File: src/rtl/por_seq_pkg.sv
package por_seq_pkg;

  typedef struct packed {
    logic fall;
    logic ok;
  } ce_evt_t;

  function automatic logic grp_used(input int idx, input logic duty3,
                                    input int n_full, input int n_third);
    return duty3 ? (idx < n_third) : (idx < n_full);
  endfunction

endpackage

File: src/rtl/ce_fall_det.sv
module ce_fall_det (
  input  logic                   clk_i,
  input  logic                   vdet_i,
  input  logic                   ce_i,
  input  logic                   frame_ok_i,
  output por_seq_pkg::ce_evt_t   evt_o
);
  logic ce_q;

  always_ff @(posedge clk_i or posedge vdet_i) begin
    if (vdet_i) ce_q <= 1'b0;
    else        ce_q <= ce_i;
  end

  assign evt_o.fall = ce_q & ~ce_i;
  assign evt_o.ok   = frame_ok_i;

endmodule

File: src/rtl/grp_tracker.sv
module grp_tracker #(
  parameter int N_GROUPS   = 4,
  parameter int N_GROUPS_3 = 3,
  localparam int GRP_W = $clog2(N_GROUPS)
) (
  input  logic                  clk_i,
  input  logic                  vdet_i,
  input  por_seq_pkg::ce_evt_t  evt_i,
  input  logic                  duty3_i,
  input  logic [GRP_W-1:0]      grp_i,
  output logic [N_GROUPS-1:0]   need_o,
  output logic [N_GROUPS-1:0]   got_o
);
  logic [N_GROUPS-1:0] got_q;

  for (genvar g = 0; g < N_GROUPS; g++) begin : g_grp
    logic hit;
    assign need_o[g] = por_seq_pkg::grp_used(g, duty3_i, N_GROUPS, N_GROUPS_3);
    assign hit = evt_i.fall & evt_i.ok & need_o[g] & (grp_i == GRP_W'(g));

    always_ff @(posedge clk_i or posedge vdet_i) begin
      if (vdet_i)   got_q[g] <= 1'b0;
      else if (hit) got_q[g] <= 1'b1;
    end

    AST_MARK_ON_FALL: assert property (@(posedge clk_i) disable iff (vdet_i)
      $rose(got_q[g]) |-> $past(evt_i.fall && evt_i.ok));
  end

  assign got_o = got_q;

  if (N_GROUPS > N_GROUPS_3) begin : g_unused_chk
    AST_UNUSED_IGNORED: assert property (@(posedge clk_i) disable iff (vdet_i)
      $rose(got_q[N_GROUPS-1]) |-> $past(!duty3_i));
  end

endmodule

File: src/rtl/release_ctrl.sv
module release_ctrl #(
  parameter int N_GROUPS = 4
) (
  input  logic                clk_i,
  input  logic                vdet_i,
  input  logic                fall_i,
  input  logic [N_GROUPS-1:0] need_i,
  input  logic [N_GROUPS-1:0] got_i,
  output logic                sys_rst_o
);
  logic released_q;
  logic all_in;

  assign all_in = &(got_i | ~need_i);

  always_ff @(posedge clk_i or posedge vdet_i) begin
    if (vdet_i)      released_q <= 1'b0;
    else if (all_in) released_q <= 1'b1;
  end

  assign sys_rst_o = vdet_i | ~(released_q | all_in);

  AST_STAY_RELEASED: assert property (@(posedge clk_i) disable iff (vdet_i)
    !sys_rst_o |=> !sys_rst_o);

  AST_RELEASE_ON_FALL: assert property (@(posedge clk_i) disable iff (vdet_i)
    $fell(sys_rst_o) |-> $past(fall_i));

  AST_HELD_AFTER_DET: assert property (@(posedge clk_i) disable iff (vdet_i)
    $fell(vdet_i) |-> sys_rst_o);

endmodule

File: src/rtl/por_release_seq.sv
module por_release_seq #(
  parameter int N_GROUPS   = 4,
  parameter int N_GROUPS_3 = 3,
  parameter int N_PINS     = 5,
  localparam int GRP_W = $clog2(N_GROUPS)
) (
  input  logic              clk_i,
  input  logic              vdet_i,
  input  logic              ce_i,
  input  logic              duty3_i,
  input  logic [GRP_W-1:0]  grp_i,
  input  logic              frame_ok_i,
  output logic              sys_rst_o,
  output logic              disp_en_o,
  output logic              scan_en_o,
  output logic              key_zero_o,
  output logic [N_PINS-1:0] pin_hold_o
);
  por_seq_pkg::ce_evt_t evt;
  logic [N_GROUPS-1:0]  need;
  logic [N_GROUPS-1:0]  got;
  logic                 rst_int;

  ce_fall_det u_fall (
    .clk_i(clk_i), .vdet_i(vdet_i), .ce_i(ce_i),
    .frame_ok_i(frame_ok_i), .evt_o(evt)
  );

  grp_tracker #(.N_GROUPS(N_GROUPS), .N_GROUPS_3(N_GROUPS_3)) u_track (
    .clk_i(clk_i), .vdet_i(vdet_i), .evt_i(evt), .duty3_i(duty3_i),
    .grp_i(grp_i), .need_o(need), .got_o(got)
  );

  release_ctrl #(.N_GROUPS(N_GROUPS)) u_rel (
    .clk_i(clk_i), .vdet_i(vdet_i), .fall_i(evt.fall),
    .need_i(need), .got_i(got), .sys_rst_o(rst_int)
  );

  assign sys_rst_o  = rst_int;
  assign disp_en_o  = ~rst_int;
  assign scan_en_o  = ~rst_int;
  assign key_zero_o = rst_int;
  assign pin_hold_o = {N_PINS{rst_int}};

  always_comb begin
    if (vdet_i) AST_ASYNC_RST: assert (sys_rst_o);
  end

endmodule

File: config.mk
export PLATFORM = sky130hd
export DESIGN_NAME = por_release_seq
export DESIGN_NICKNAME = d
export VERILOG_FILES = /design/src/rtl/por_seq_pkg.sv /design/src/rtl/ce_fall_det.sv /design/src/rtl/grp_tracker.sv /design/src/rtl/release_ctrl.sv /design/src/rtl/por_release_seq.sv
export SDC_FILE = /design/constraint.sdc
export NUM_CORES = 1
export LEC_CHECK = 0
export ABC_AREA = 1
export BUFFER_PORTS_ARGS = -buffer_cell sky130_fd_sc_hd__buf_4
export CAP_MARGIN = 25
export CORE_AREA = 2 2 39 41
export CTS_BUF_LIST = sky130_fd_sc_hd__clkbuf_4 sky130_fd_sc_hd__clkbuf_8 sky130_fd_sc_hd__clkbuf_16
export CTS_CLUSTER_SIZE = 16
export DETAILED_ROUTE_END_ITERATION = 6
export DIE_AREA = 0 0 41 43
export GPL_TIMING_DRIVEN = 0
export SETUP_SLACK_MARGIN = 0.2
export SKIP_CTS_REPAIR_TIMING = 1
export SYNTH_ARGS = -nofsm -noshare
export SYNTH_HDL_FRONTEND = slang
export SYNTH_HIERARCHICAL = 1
export SYNTH_SLANG_ARGS = --single-unit
File: constraint.sdc
create_clock -name clk_i -period 1.5 [get_ports clk_i]
set_clock_uncertainty 0.15 [all_clocks]
set_input_delay 0.075 -clock clk_i [delete_from_list [all_inputs] [get_ports clk_i]]
set_output_delay 0.075 -clock clk_i [all_outputs]
set_load 0.02 [all_outputs]
==> impl_metrics.py <==
metrics = {
    "run_status": {
        "outcome": "finished, violations left",
        "violations": "negative setup slack",
    },
    "run": {
        "timing.max_cap.violations": 0,
    },
    "synthesis": {
        "yosys_warnings": 6,
        "synth_top_area_share_pct": 39.9,
        "synth_seq_cells": 6,
        "ys.flop_type": "dfrtp_1",
        "synthArstFlopShare_pct": 100,
        "synthTopCellsByCount": "inv_1, buf_4, nand2_1",
        "synth.most_common_cell": "inv_1",
        "ys_types": 11,
        "synth_area_sq_um": 377,
        "ys_seq_area_share_pct": 39.9,
        "synth_edf_count": 0,
        "avgSynthCellArea_sq_um": 7.53,
        "syn_inst": 50,
        "synthTopCellsByArea": "dfrtp_1, buf_4, inv_1",
        "synth_area_leader_cell": "dfrtp_1",
    },
    "grt": {
        "grt.total_usage_pct": 8.69,
        "grt_max_degree": 9,
        "grt_pass1_vias": 274,
        "grt.overflow.total": 0,
        "antenna_found_initial": 0,
        "grt_pass1_wl_um": 979,
    },
    "clocking": {
        "cts_made_buffers": 3,
        "clock_path_buffers": 2,
        "cts.htree.levels": 1,
        "clock_sinks": 6,
        "cts_tree": "done",
        "cts.clk_slew.worst_paths_ns": 0.05,
        "clk_latency_ns": 0.24,
        "clock-root-buffer": "clkbuf_4",
    },
    "worst_setup_path": {
        "crit-reg2reg-launch": "u_track/got_o[3]",
        "critical_path.startpoint_type": "flop",
        "path_cells": "inv_1, nand2_1, nand2_1, o21ai_2, nand2_2, buf_4, buf_4",
        "r2r_slack_ns": 0.52,
        "r2r_end": "u_rel/released_q",
        "cp.arrival_ns": 1.30,
        "reg2reg_depth": 5,
        "critPathMaxFanout": 8,
        "endpoint_kind": "output pin",
        "critPathBufInv": 3,
        "path_delay_family": "flip-flops",
        "worstSetupPathType": "flop to output pin",
        "cpMaxStageDelayCell": "dfrtp_1",
        "critPathMaxStageDelay_ns": 0.34,
        "required_ns": 1.27,
    },
    "placement": {
        "hpwl_um": 534,
        "globalplace.congestion": 0.667,
        "dp.cells": 82,
        "port_buffers": 14,
        "dp_slack_ns": 0.198,
    },
    "layout": {
        "diodes": 0,
        "stdcell_count": 94,
        "drive_above_1_share_pct": 44.9,
        "area_delta_synth_final_pct": 66.8,
        "layout.nets": 87,
    },
    "hold_path": {
        "hp-class": "input port to asynchronous set/reset pin",
    },
    "pwr": {
        "p_leak_nw": 0.377,
        "peakVddDrop_mv": 0.342,
        "finalPower_uw": 455,
        "powerDensity_nw_per_um2": 724,
    },
    "timing": {
        "fin_ws_ns": -0.0274,
        "rsz0062_at_grt": "true",
        "fin_crit_ns": 1.53,
        "setup_viol": 8,
        "finalHoldViolCount": 0,
        "hold_ws_ns": 0.129,
        "fmax_mhz": 655,
        "slew_violations": 0,
        "fin_crit_sh_pct": 102,
        "finalSetupTns_ns": -0.170,
    },
    "floorplan": {
        "start_util_pct": 27.2,
        "dieArea_sq_um": 1760,
        "die_h_um": 43,
        "num_rows": 14,
        "dieWidth_um": 41,
        "core_area_sq_um": 1380,
        "pin_count": 16,
    },
    "detailed_routing": {
        "wl_um": 665,
        "drt.antenna.violating_nets": 0,
        "vias": 340,
        "drcViolationCount": 0,
        "wire_per_inst_um": 7.07,
        "initialDrtViolationCount": 4,
        "via_per_inst": 3.62,
        "dr.pass1.iters": 4,
    },
}
-- how the worst max path moves through the flow --
stage	end	depth (start not counted)	start	slack, ns
detailed placement	scan_en_o	8	u_track/got_o[3]	0.20
global route	pin_hold_o[4]	7	u_track/got_o[0]	-0.11
finish	pin_hold_o[4]	7	u_track/got_o[2]	-0.03
global placement	pin_hold_o[4]	7	u_track/got_o[1]	0.23
CTS	scan_en_o	8	u_track/got_o[3]	-0.07
floorplan	scan_en_o	7	u_track/got_o[3]	0.22
-- cell families (layout without fill, tap and decap cells) --
| kind of cell | after synthesis | after routing | share of synthesized area [%] |
|---|---|---|---|
| buffers and inverters | 25 | 51 | 35.9 |
| AND/OR/NAND/NOR | 15 | 15 | 16.9 |
| flip-flops | 6 | 6 | 39.9 |
| AO/OA/AOI/OAI | 3 | 3 | 6.31 |
| other | 1 | 3 | 0.996 |
-- cells in the final DEF (no fill, tap or decap) --
cell type       n
buf_4          25
buf_6           3
clkbuf_4        3
conb_1          3
dfrtp_1         6
dlygate4sd3_1   6
inv_1          13
inv_2           1
nand2_1         9
nand2_2         1
nand3_1         2
nand4_1         1
nor2_1          1
nor2_2          1
o21ai_2         1
o21bai_1        2
-- cell type report --
class,instances,area (sq um)
fillers,147,756
inverters,14,52.6
plain buffers,11,82.6
well taps,16,20.0
clock buffers,3,22.5
flip-flops and latches,6,150
repair buffers,23,199
multi-input cells,21,101
-- power breakdown --
part | total, mW | internal [mW] | switching [mW]
sequential | 0.180 | 0.174 | 0.00565
combinational | 0.129 | 0.0743 | 0.0545
clock | 0.146 | 0.0903 | 0.0555
total | 0.455 | 0.339 | 0.116
-- worst min-delay path: cells and delay by family --
family	cells	cell delay, ns
buffers and inverters	3	0.76
-- metal layers --
layer  track usage [%]  vias up  share of wire, %
li1                  -      187                 -
met1              8.85      137                38
met2              13.8       16                53
met3              1.57        0               9.0
met4              8.00        0                 0
met5                 0        -                 0
-- per-stage QoR --
step | util, % | area, sq um
finish | 45.4 | 628
global placement | 37.0 | 512
floorplan | - | 387
detailed placement | 37.0 | 512
global route | 45.4 | 628
CTS | 38.6 | 534
-- flip-flops by register name, summed over array words and instances (netlist names) --
register / flops
u_rel/released_q: 1
u_track/got_o: 4
u_fall/ce_q: 1
No activity file was read; power rests on OpenSTA's default activity.
